$ cat src/rtl/ctl_pipe_pkg.sv
package ctl_pipe_pkg;

   typedef struct packed {
      logic wr_mem;
      logic is_branch;
   } mem_grp_t;

   typedef struct packed {
      logic sel_load;
      logic wr_reg;
   } wb_grp_t;

   localparam int MEM_GRP_W   = $bits(mem_grp_t);
   localparam int WB_GRP_W    = $bits(wb_grp_t);
   // single-bit steering fields of the execute group besides the ALU function
   localparam int EX_FIXED_W  = 3;

endpackage

$ cat src/rtl/ctl_hold_unit.sv
module ctl_hold_unit (
   input  logic stall,
   output logic pc_we,
   output logic ifid_we,
   output logic bubble
);
   // front-end freeze and bubble request share one cause
   assign pc_we   = ~stall;
   assign ifid_we = ~stall;
   assign bubble  = stall;
endmodule

$ cat src/rtl/ctl_stage_reg.sv
module ctl_stage_reg #(
   parameter int W = 4
) (
   input  logic         clk,
   input  logic         rst_n,
   input  logic [W-1:0] d,
   output logic [W-1:0] q
);
   initial begin
      assert (W >= 1) else $error("ctl_stage_reg: W must be positive");
   end

   always_ff @(posedge clk or negedge rst_n) begin
      if (!rst_n) q <= '0;
      else        q <= d;
   end
endmodule

$ cat src/rtl/ctl_bubble_mux.sv
module ctl_bubble_mux
   import ctl_pipe_pkg::*;
#(
   parameter int OP_W        = 2,
   parameter int BUBBLE_MODE = 1
) (
   input  logic                      bubble,
   input  logic [OP_W+EX_FIXED_W-1:0] ex_in,
   input  mem_grp_t                  mem_in,
   input  wb_grp_t                   wb_in,
   output logic [OP_W+EX_FIXED_W-1:0] ex_out,
   output mem_grp_t                  mem_out,
   output wb_grp_t                   wb_out
);
   generate
      if (BUBBLE_MODE == 1) begin : g_zero_all
         always_comb begin
            ex_out  = bubble ? '0 : ex_in;
            mem_out = bubble ? '0 : mem_in;
            wb_out  = bubble ? '0 : wb_in;
         end
      end else begin : g_zero_enables
         always_comb begin
            ex_out  = ex_in;
            mem_out = mem_in;
            wb_out  = wb_in;
            if (bubble) begin
               mem_out.wr_mem    = 1'b0;
               mem_out.is_branch = 1'b0;
               wb_out.wr_reg     = 1'b0;
            end
         end
      end
   endgenerate
endmodule

$ cat src/rtl/ctl_pipe_carrier.sv
module ctl_pipe_carrier
   import ctl_pipe_pkg::*;
#(
   parameter int OP_W        = 2,
   parameter int BUBBLE_MODE = 1
) (
   input  logic            clk,
   input  logic            rst_n,
   input  logic            stall,
   input  logic            id_imm_sext,
   input  logic            id_opb_imm,
   input  logic [OP_W-1:0] id_alu_fn,
   input  logic            id_dst_rd,
   input  logic            id_store_en,
   input  logic            id_is_br,
   input  logic            id_load_sel,
   input  logic            id_rf_we,
   output logic            pc_we,
   output logic            ifid_we,
   output logic            ex_imm_sext,
   output logic            ex_opb_imm,
   output logic [OP_W-1:0] ex_alu_fn,
   output logic            ex_dst_rd,
   output logic            mem_store_en,
   output logic            mem_is_br,
   output logic            wb_load_sel,
   output logic            wb_rf_we
);
   localparam int EXW     = OP_W + EX_FIXED_W;
   localparam int IDEX_W  = EXW + MEM_GRP_W + WB_GRP_W;
   localparam int EXMEM_W = MEM_GRP_W + WB_GRP_W;

   initial begin
      assert (OP_W >= 1 && OP_W <= 8)
         else $error("ctl_pipe_carrier: OP_W out of range 1..8");
      assert (BUBBLE_MODE == 0 || BUBBLE_MODE == 1)
         else $error("ctl_pipe_carrier: BUBBLE_MODE must be 0 or 1");
   end

   logic               bubble;
   logic [EXW-1:0]     ex_dec, ex_gated, idex_ex;
   mem_grp_t           mem_dec, mem_gated, idex_mem, exmem_mem;
   wb_grp_t            wb_dec, wb_gated, idex_wb, exmem_wb, memwb_wb;
   logic [IDEX_W-1:0]  idex_q;
   logic [EXMEM_W-1:0] exmem_q;
   logic [WB_GRP_W-1:0] memwb_q;

   // control word as produced once in decode
   assign ex_dec            = {id_imm_sext, id_opb_imm, id_alu_fn, id_dst_rd};
   assign mem_dec.wr_mem    = id_store_en;
   assign mem_dec.is_branch = id_is_br;
   assign wb_dec.sel_load   = id_load_sel;
   assign wb_dec.wr_reg     = id_rf_we;

   ctl_hold_unit u_hold (
      .stall   (stall),
      .pc_we   (pc_we),
      .ifid_we (ifid_we),
      .bubble  (bubble)
   );

   ctl_bubble_mux #(.OP_W(OP_W), .BUBBLE_MODE(BUBBLE_MODE)) u_bubble (
      .bubble  (bubble),
      .ex_in   (ex_dec),
      .mem_in  (mem_dec),
      .wb_in   (wb_dec),
      .ex_out  (ex_gated),
      .mem_out (mem_gated),
      .wb_out  (wb_gated)
   );

   // decode/execute: full bundle
   ctl_stage_reg #(.W(IDEX_W)) u_idex (
      .clk (clk), .rst_n (rst_n),
      .d   ({ex_gated, mem_gated, wb_gated}),
      .q   (idex_q)
   );
   assign idex_ex  = idex_q[IDEX_W-1 -: EXW];
   assign idex_mem = idex_q[EXMEM_W-1 -: MEM_GRP_W];
   assign idex_wb  = idex_q[WB_GRP_W-1:0];

   // execute/memory: execute group dropped
   ctl_stage_reg #(.W(EXMEM_W)) u_exmem (
      .clk (clk), .rst_n (rst_n),
      .d   ({idex_mem, idex_wb}),
      .q   (exmem_q)
   );
   assign exmem_mem = exmem_q[EXMEM_W-1 -: MEM_GRP_W];
   assign exmem_wb  = exmem_q[WB_GRP_W-1:0];

   // memory/write-back: write-back group only
   ctl_stage_reg #(.W(WB_GRP_W)) u_memwb (
      .clk (clk), .rst_n (rst_n),
      .d   (exmem_wb),
      .q   (memwb_q)
   );
   assign memwb_wb = memwb_q;

   assign {ex_imm_sext, ex_opb_imm, ex_alu_fn, ex_dst_rd} = idex_ex;
   assign mem_store_en = exmem_mem.wr_mem;
   assign mem_is_br    = exmem_mem.is_branch;
   assign wb_load_sel  = memwb_wb.sel_load;
   assign wb_rf_we     = memwb_wb.wr_reg;

   // ---------------- assertions ----------------
   p_reset_clear_r1: assert property (@(posedge clk)
      (!rst_n && $past(!rst_n)) |->
         (ex_alu_fn == '0 && !ex_imm_sext && !ex_opb_imm && !ex_dst_rd &&
          !mem_store_en && !mem_is_br && !wb_load_sel && !wb_rf_we));

   p_freeze_r2: assert property (@(posedge clk) disable iff (!rst_n)
      stall |-> (!pc_we && !ifid_we));

   p_advance_r2: assert property (@(posedge clk) disable iff (!rst_n)
      !stall |-> (pc_we && ifid_we));

   p_ex_lag_r3: assert property (@(posedge clk) disable iff (!rst_n)
      ($past(rst_n) && !$past(stall)) |->
         (ex_alu_fn == $past(id_alu_fn) && ex_imm_sext == $past(id_imm_sext) &&
          ex_opb_imm == $past(id_opb_imm) && ex_dst_rd == $past(id_dst_rd)));

   p_mem_lag_r4: assert property (@(posedge clk) disable iff (!rst_n)
      $past(rst_n) |-> ({mem_store_en, mem_is_br} == $past(idex_mem)));

   p_wb_lag_r5: assert property (@(posedge clk) disable iff (!rst_n)
      $past(rst_n) |-> ({wb_load_sel, wb_rf_we} == $past(exmem_wb)));

   p_no_store_r7: assert property (@(posedge clk) disable iff (!rst_n)
      $past(stall, 2) |-> (!mem_store_en && !mem_is_br));

   p_no_rf_write_r7: assert property (@(posedge clk) disable iff (!rst_n)
      $past(stall, 3) |-> !wb_rf_we);

   generate
      if (BUBBLE_MODE == 1) begin : g_chk_zero
         p_bubble_zero_r6: assert property (@(posedge clk) disable iff (!rst_n)
            ($past(rst_n) && $past(stall)) |->
               (idex_ex == '0 && idex_mem == '0 && idex_wb == '0));
      end else begin : g_chk_keep
         p_bubble_keep_r8: assert property (@(posedge clk) disable iff (!rst_n)
            ($past(rst_n) && $past(stall)) |->
               (ex_alu_fn == $past(id_alu_fn) && ex_dst_rd == $past(id_dst_rd) &&
                idex_wb.sel_load == $past(id_load_sel) && !idex_wb.wr_reg));
      end
   endgenerate

endmodule

$ cat config.mk
export PLATFORM = sky130hd
export DESIGN_NAME = ctl_pipe_carrier
export DESIGN_NICKNAME = d
export VERILOG_FILES = /design/src/rtl/ctl_pipe_pkg.sv /design/src/rtl/ctl_hold_unit.sv /design/src/rtl/ctl_stage_reg.sv /design/src/rtl/ctl_bubble_mux.sv /design/src/rtl/ctl_pipe_carrier.sv
export SDC_FILE = /design/constraint.sdc
export NUM_CORES = 1
export LEC_CHECK = 0
export BUFFER_PORTS_ARGS = -buffer_cell sky130_fd_sc_hd__buf_2
export CORE_AREA = 2 2 39 41
export CTS_CLUSTER_SIZE = 16
export DETAILED_ROUTE_END_ITERATION = 16
export DIE_AREA = 0 0 41 43
export GPL_ROUTABILITY_DRIVEN = 0
export SYNTH_ARGS = -nofsm -noshare
export SYNTH_HDL_FRONTEND = slang
export SYNTH_SLANG_ARGS = --single-unit
export TNS_END_PERCENT = 50
$ cat constraint.sdc
create_clock -name clk -period 1.55 [get_ports clk]
set_input_delay 0.31 -clock clk [delete_from_list [all_inputs] [get_ports clk]]
set_output_delay 0.31 -clock clk [all_outputs]
set_load 0.1 [all_outputs]
== Yosys cells after proc, flatten, opt, wreduce, memory -nomap -nowiden ==
Cells that the tools add are included.
Storage, ports and cells
  register bits: 15
  bits of input ports: 12
  output and inout port bits: 11
  logic and storage cells: 7
Cells by class
  mux-type cells: 3
  bitwise operators: 1
Operators with widths (number)
  $mux 5: 1
  $mux 2: 2
  $not 1->1: 1

== Logic depth before layout (Yosys ltp) ==
Gate-level depths: netlist of the first run.
  depth in word-level cells: 1
  depth in mapped cells: 2
  depth with buffers taken out: 1

== Modules after synthesis ==
A second synthesis of the first run with hierarchy kept.
Unflattened totals
  cell total of the unflattened synthesis: 27
  area total of the unflattened synthesis: 450.4 um^2
By module, submodules not included
  ctl_stage_reg at u_idex: times used 1, cells an instance 9, area each 225.2 um^2, seq. area each 225.2 um^2
  ctl_stage_reg at u_exmem: times used 1, cells an instance 4, area each 100.1 um^2, seq. area each 100.1 um^2
  ctl_bubble_mux: times used 1, cells an instance 9, area each 56.3 um^2, seq. area each 0.0 um^2
  ctl_stage_reg at u_memwb: times used 1, cells an instance 2, area each 50.0 um^2, seq. area each 50.0 um^2
  ctl_hold_unit: times used 1, cells an instance 3, area each 18.8 um^2, seq. area each 0.0 um^2

== Worst setup path before layout of the first run ==
OpenSTA, ideal clock, no wires.
  path kind: input to output
  start point: in stall
  end point: out pc_we
  arrival: 1.324 ns
  data required time: 1.240 ns
  slack: -0.084 ns
  cell stages on the path: 2
  path buffers: 1
  path through: inv_1 > buf_4
On the way
  cells in the longest elaborated chain, start to end: 1
RTL lines
  start: declaration: line ctl_pipe_carrier.sv:9  | input logic stall,
  $not 1->1: line ctl_hold_unit.sv:8  | assign pc_we = ~stall;
  end: declaration: line ctl_pipe_carrier.sv:18  | output logic pc_we,
No other way between the ends.

== Worst setup path after layout of the first run ==
  start point: reg u_idex.q[7]
  end point: out ex_opb_imm
RTL lines
  start: declaration: line ctl_stage_reg.sv:7  | output logic [W-1:0] q
  start signal: assignment: line ctl_stage_reg.sv:14  | if (!rst_n) q <= '0;
  start signal: assignment: line ctl_stage_reg.sv:15  | else q <= d;
  end: declaration: line ctl_pipe_carrier.sv:21  | output logic ex_opb_imm,
No word-level cell between the ends.

==> flow_summary.toml, run 1 <==
[yosys]
syn_area_um2 = 457.9
synth-warning-count = 0
syn_area_per_cell_um2 = 16.35
synth_top_cell_by_area = "dfrtp_1"
synthCells = 28
ys_ff_latch = 15
synth-seq-area-share_pct = 81.97
synth_area_leaders = "dfrtp_1 (82%), nor2b_1 (12%), buf_4 (4.9%), inv_1 (0.82%)"
syn-num-nets = 40
post_synth_num_cell_types = 4
synth.top_cell.area_share_pct = 81.97

[floorplanning]
start_util_pct = 33.09
num_rows = 14
die_area_mm2 = 0.001763
die_x_um = 41
ioPinCount = 23
die_y_um = 43
fp.coreArea_mm2 = 0.001384

[critical_path]
cp_cell_sequence = "buf_2"
slowest_stage = "buf_2"
reg2reg_slack_ns = 1.07
startpoint_type = "flop"
cpLargestDelayFamily = "buffers and inverters"
cp-end-kind = "primary output"
critPathRequiredTime_ns = 1.24
crit_start = "u_idex.q[7]$_DFF_PN0_"
cp-endpoint = "ex_opb_imm"
path_class = "flop to primary output"
path_buf_inv = 1
r2r-end = "u_memwb.q[0]$_DFF_PN0_"
cp.depth = 1
reg2reg_depth = 0
critPathMaxStageDelay_ns = 0.42
critPathMaxFanout = 1
worstPathArrival_ns = 1.03
r2r-start = "u_exmem.q[0]$_DFF_PN0_"

[clock_tree]
clkTransAtPathRegs_ns = 0.08
clk_latency_ns = 0.27
cts_root_buf = "clkbuf_4"
cts_max_path_buffers = 2
cts-htree-levels = 1
cts_made_buffers = 3
numClockSinks = 15
cts_tree = "built"

[timing]
slew_violations = 0
setup_viol_count_final = 0
finClkSkew_ns = 0.001498
fin_setup_tns_ns = 0
rsz0062_at_grt = "false"
hold_viol_final = 0
min_period_ns = 1.344
layout_setup_ws_ns = 0.2061
slew_headroom_pct = 67.86
fmax_ghz = 0.7441
layout_worst_path_cycle_share_pct = 86.70
worst_pin_slew_ns = 0.4855

[drt]
drtIter0Drc = 2
post_drt_wl_per_cell_um = 9.515
vias = 266
firstDrtPassIters = 4
finalWirelength_um = 647
viasPerCell = 3.912
drcViolationCount = 0
antenna_left = 0

[final_layout]
layout_common_cells = "buf_2 (20), dfrtp_1 (15), nor2b_1 (9), clkbuf_4 (3), buf_12 (2)"
drive_above_1_share_pct = 50.00
final_nets = 65
mostFrequentLayoutCell = "buf_2"
n_fill_cell = 127
antennaDiodeCount = 0
syn2layout_area_growth_pct = 38.80

[power]
powerDensity_mw_per_mm2 = 1243
p_total_mw = 0.7904
p_leak_nw = 0.3372
peakVddDrop_mv = 0.4104

[grt]
grt_max_degree = 16
antenna_found_initial = 0
grt_pass1_wl_mm = 1.021
first_global_vias = 249
gr-total-overflow = 0
track_usage_pct = 9.298

[run_status]
status = "finished clean"

[min_path]
hp-class = "input port to flop"

[place]
pre_cts_ws_ns = 0.3391
port-buffer-count = 22

[run]
drv_cap = 0
## registers in the layout (all words and copies together) (netlist names)
signal,flops
u_memwb.q,2
u_idex.q,9
u_exmem.q,4
## cell usage after synthesis
master and n:
dfrtp_1 15, nor2b_1 9, buf_4 3, inv_1 1
## worst min-delay path by stage
| stage | from | to | slack (ns) | cells past startpoint |
|---|---|---|---|---|
| after floorplan | rst_n | u_exmem.q[0]$_DFF_PN0_ | 0.01 | 0 |
| after global placement | rst_n | u_exmem.q[3]$_DFF_PN0_ | 0.21 | 1 |
| after detailed placement | rst_n | u_exmem.q[3]$_DFF_PN0_ | 0.22 | 1 |
| after CTS | id_load_sel | u_idex.q[1]$_DFF_PN0_ | 0.25 | 2 |
| after global routing | id_is_br | u_idex.q[2]$_DFF_PN0_ | 0.26 | 2 |
| final | id_load_sel | u_idex.q[1]$_DFF_PN0_ | 0.25 | 2 |
## stage by stage
stage          hold slack (ns)  utilization (%)  area, µm²  cells
6_report                0.2531            45.93      635.6     68
2_1_floorplan          0.01441                -      461.7     28
3_5_place_dp            0.2203            43.31      599.3     63
3_3_place_gp            0.2145            43.31      599.3     63
5_1_grt                 0.2615            45.93      635.6     68
4_1_cts                 0.2456            45.93      635.6     68
## report_power, final
group          leakage, nW  switching, mW  total, mW  internal, mW
clock network       0.0150          0.106      0.206        0.0995
logic                0.129          0.134      0.170        0.0358
registers            0.193        0.00429      0.415         0.410
## repair_timing
item | 4_1_cts | 5_1_grt
hold endpoints to repair | 15 | 0
resized for setup | 0 | 0
hold buffers | 1 | 0
buffers inserted | 0 | 0
## routing by layer
metal  vias to the layer above  routed length, µm  GRT usage [%]
met5                         -                  0              0
met4                         0                  0          10.00
met3                         0                 41          1.571
met2                        12                364          12.19
met1                       125                242          11.66
li1                        129                  -              -
## cell families after synthesis
family / share of synthesized area [%]
buffers and inverters: 5.737
flip-flops: 81.97
AND/OR/NAND/NOR: 12.29
## cell type report
cell class	instances	area (µm²)	share of cell area [%]
clock buffer	4	26.28	4.134
inverter	1	7.507	1.181
multi-input combinational	9	56.30	8.858
sequential	15	375.4	59.06
tap	16	20.02	3.150
timing repair buffer	23	150.1	23.62
Power figures use the tool's default switching activity.
==> inputs of run 2 (changes only) <==
--- a/config.mk
+++ b/config.mk
@@ -7,6 +7,7 @@
 export LEC_CHECK = 0
 export BUFFER_PORTS_ARGS = -buffer_cell sky130_fd_sc_hd__buf_2
 export CORE_AREA = 2 2 39 41
+export CTS_BUF_LIST = sky130_fd_sc_hd__clkbuf_16
 export CTS_CLUSTER_SIZE = 16
 export DETAILED_ROUTE_END_ITERATION = 16
 export DIE_AREA = 0 0 41 43
==> run 2 against run 1 <==
  * Utilization up 3.8 points
  * Sequential power about the same
  * Non-clock buffer count is the same
  * Global-route usage grew 0.51 points
  * Worst hold slack better by 0.039 ns
  * Die area unchanged
  * Clock skew decreased by 0.00092 ns
  * Sequential share of layout area is 4.5 points lower
  * First-iteration DRC count stayed put
  * Maximum frequency grew 3.3%
  * Flip-flop and latch count is the same
  * Routed wire length rose by 2.0%
  * Critical path type unchanged
  * Largest cell class unchanged
  * Highest routed layer unchanged
==> flow_summary.toml, run 2 (synthesis gave the netlist of run 1 again) <==
[floorplanning]
num_rows = 14
die_area_mm2 = 0.001763
fp.coreArea_mm2 = 0.001384
start_util_pct = 33.09
ioPinCount = 23
die_y_um = 43
die_x_um = 41

[grt]
gr-total-overflow = 0
grt_pass1_wl_mm = 1.062
antenna_found_initial = 0
grt_util_met1_pct = 11.97
grt_max_degree = 16
grtUsageMet2_pct = 12.50
grt.busiest_layer = "met2"
track_usage_pct = 9.804
first_global_vias = 261
met3_usage_pct = 3.141

[timing]
fin_setup_tns_ns = 0
finClkSkew_ns = 0.0005782
min_period_ns = 1.300
rsz0062_at_grt = "false"
worst_pin_slew_ns = 0.4855
layout_worst_path_cycle_share_pct = 83.90
slew_headroom_pct = 67.86
hold_viol_final = 0
fmax_ghz = 0.7690
setup_viol_count_final = 0
slew_violations = 0

[clock_tree]
cts-htree-levels = 1
cts_tree = "built"
clkTransAtPathRegs_ns = 0.04
numClockSinks = 15
hold_buffers = 1
cts_max_path_buffers = 2
postCtsResizedCells = 0
cts_made_buffers = 3
cts_root_buf = "clkbuf_16"
clk_latency_ns = 0.23
post-cts-setup-buffer-count = 0

[drt]
finalWirelength_um = 660
vias = 272
viasPerCell = 4.000
drcViolationCount = 0
firstDrtPassIters = 4
antenna_left = 0
drtIter0Drc = 2
post_drt_wl_per_cell_um = 9.706

[run]
drv_cap = 0

[min_path]
hold_start = "id_alu_fn[1]"
hp-class = "input port to flop"
hold_end = "u_idex.q[6]$_DFF_PN0_"
whs_path_depth = 2

[critical_path]
startpoint_type = "flop"
critPathRequiredTime_ns = 1.24
reg2reg_slack_ns = 1.07
cpLargestDelayFamily = "buffers and inverters"
path_class = "flop to primary output"
slowest_stage = "buf_2"
cp-end-kind = "primary output"
path_buf_inv = 1
r2r-end = "u_exmem.q[0]$_DFF_PN0_"
r2r-start = "u_idex.q[0]$_DFF_PN0_"
cp_cell_sequence = "buf_2"
critPathMaxStageDelay_ns = 0.42
worstPathArrival_ns = 0.99
critPathMaxFanout = 1
reg2reg_depth = 0

[place]
port-buffer-count = 22
placedCellCount = 63

[final_layout]
mostFrequentLayoutCell = "buf_2"
post_layout_nonfiller_instances = 68
antennaDiodeCount = 0
largest_reg_flops = 9
top_register = "u_idex.q"
syn2layout_area_growth_pct = 50.27
n_fill_cell = 122
final_nets = 65
top_regs = "u_idex.q (9), u_exmem.q (4), u_memwb.q (2)"
drive_above_1_share_pct = 50.00
layout_common_cells = "buf_2 (20), dfrtp_1 (15), nor2b_1 (9), clkbuf_16 (3), buf_12 (2)"

[run_status]
status = "finished clean"

[power]
powerDensity_mw_per_mm2 = 1530
p_leak_nw = 0.3645
peakVddDrop_mv = 0.5311
## run 2: changes by cell type in the layout (fill, tap and decap cells not counted)
cell and change:
clkbuf_16 +3, clkbuf_4 -3, inv_1 +1, clkbuf_1 -1
## run 2: metal layers
metal	up-vias	part of all wire, %
met5	-	0
met4	0	0
met3	0	5.8
met2	12	56
met1	132	38
li1	128	-
## run 2: stage by stage
stage                     utilization (%)  setup slack, ns  hold slack, ns  power [mW]  cell area, µm²
after global routing                49.73           0.2402          0.3059       1.094           688.2
final                               49.73           0.2495          0.2923       1.053           688.2
after CTS                           49.73           0.2444          0.2901       1.069           688.2
after detailed placement            43.31           0.3391          0.2203      0.5928           599.3
after global placement              43.31           0.3760          0.2145      0.5910           599.3
after floorplan                         -           0.1333         0.01441      0.5479           461.7
## run 2: worst max-delay path by stage
stage	start	endpoint	slack, ns	depth (start not counted)
after global placement	stall	pc_we	0.38	3
after floorplan	stall	pc_we	0.13	2
after global routing	u_idex.q[7]$_DFF_PN0_	ex_opb_imm	0.24	1
after CTS	u_idex.q[7]$_DFF_PN0_	ex_opb_imm	0.24	1
final	u_idex.q[7]$_DFF_PN0_	ex_opb_imm	0.25	1
after detailed placement	stall	pc_we	0.34	3
## run 2: cell type report
class	instances	area (µm²)	area share (%)
Timing Repair Buffer	23	150.1	21.82
Tap cell	16	20.02	2.909
Inverter	1	7.507	1.091
Sequential cell	15	375.4	54.55
Clock inverter	1	3.754	0.5455
Multi-Input combinational cell	9	56.30	8.182
Clock buffer	3	75.07	10.91
## run 2: power breakdown
part | switching, mW | internal (mW) | total [mW]
clock network | 0.127 | 0.339 | 0.466
logic | 0.135 | 0.0358 | 0.170
registers | 0.00425 | 0.413 | 0.417
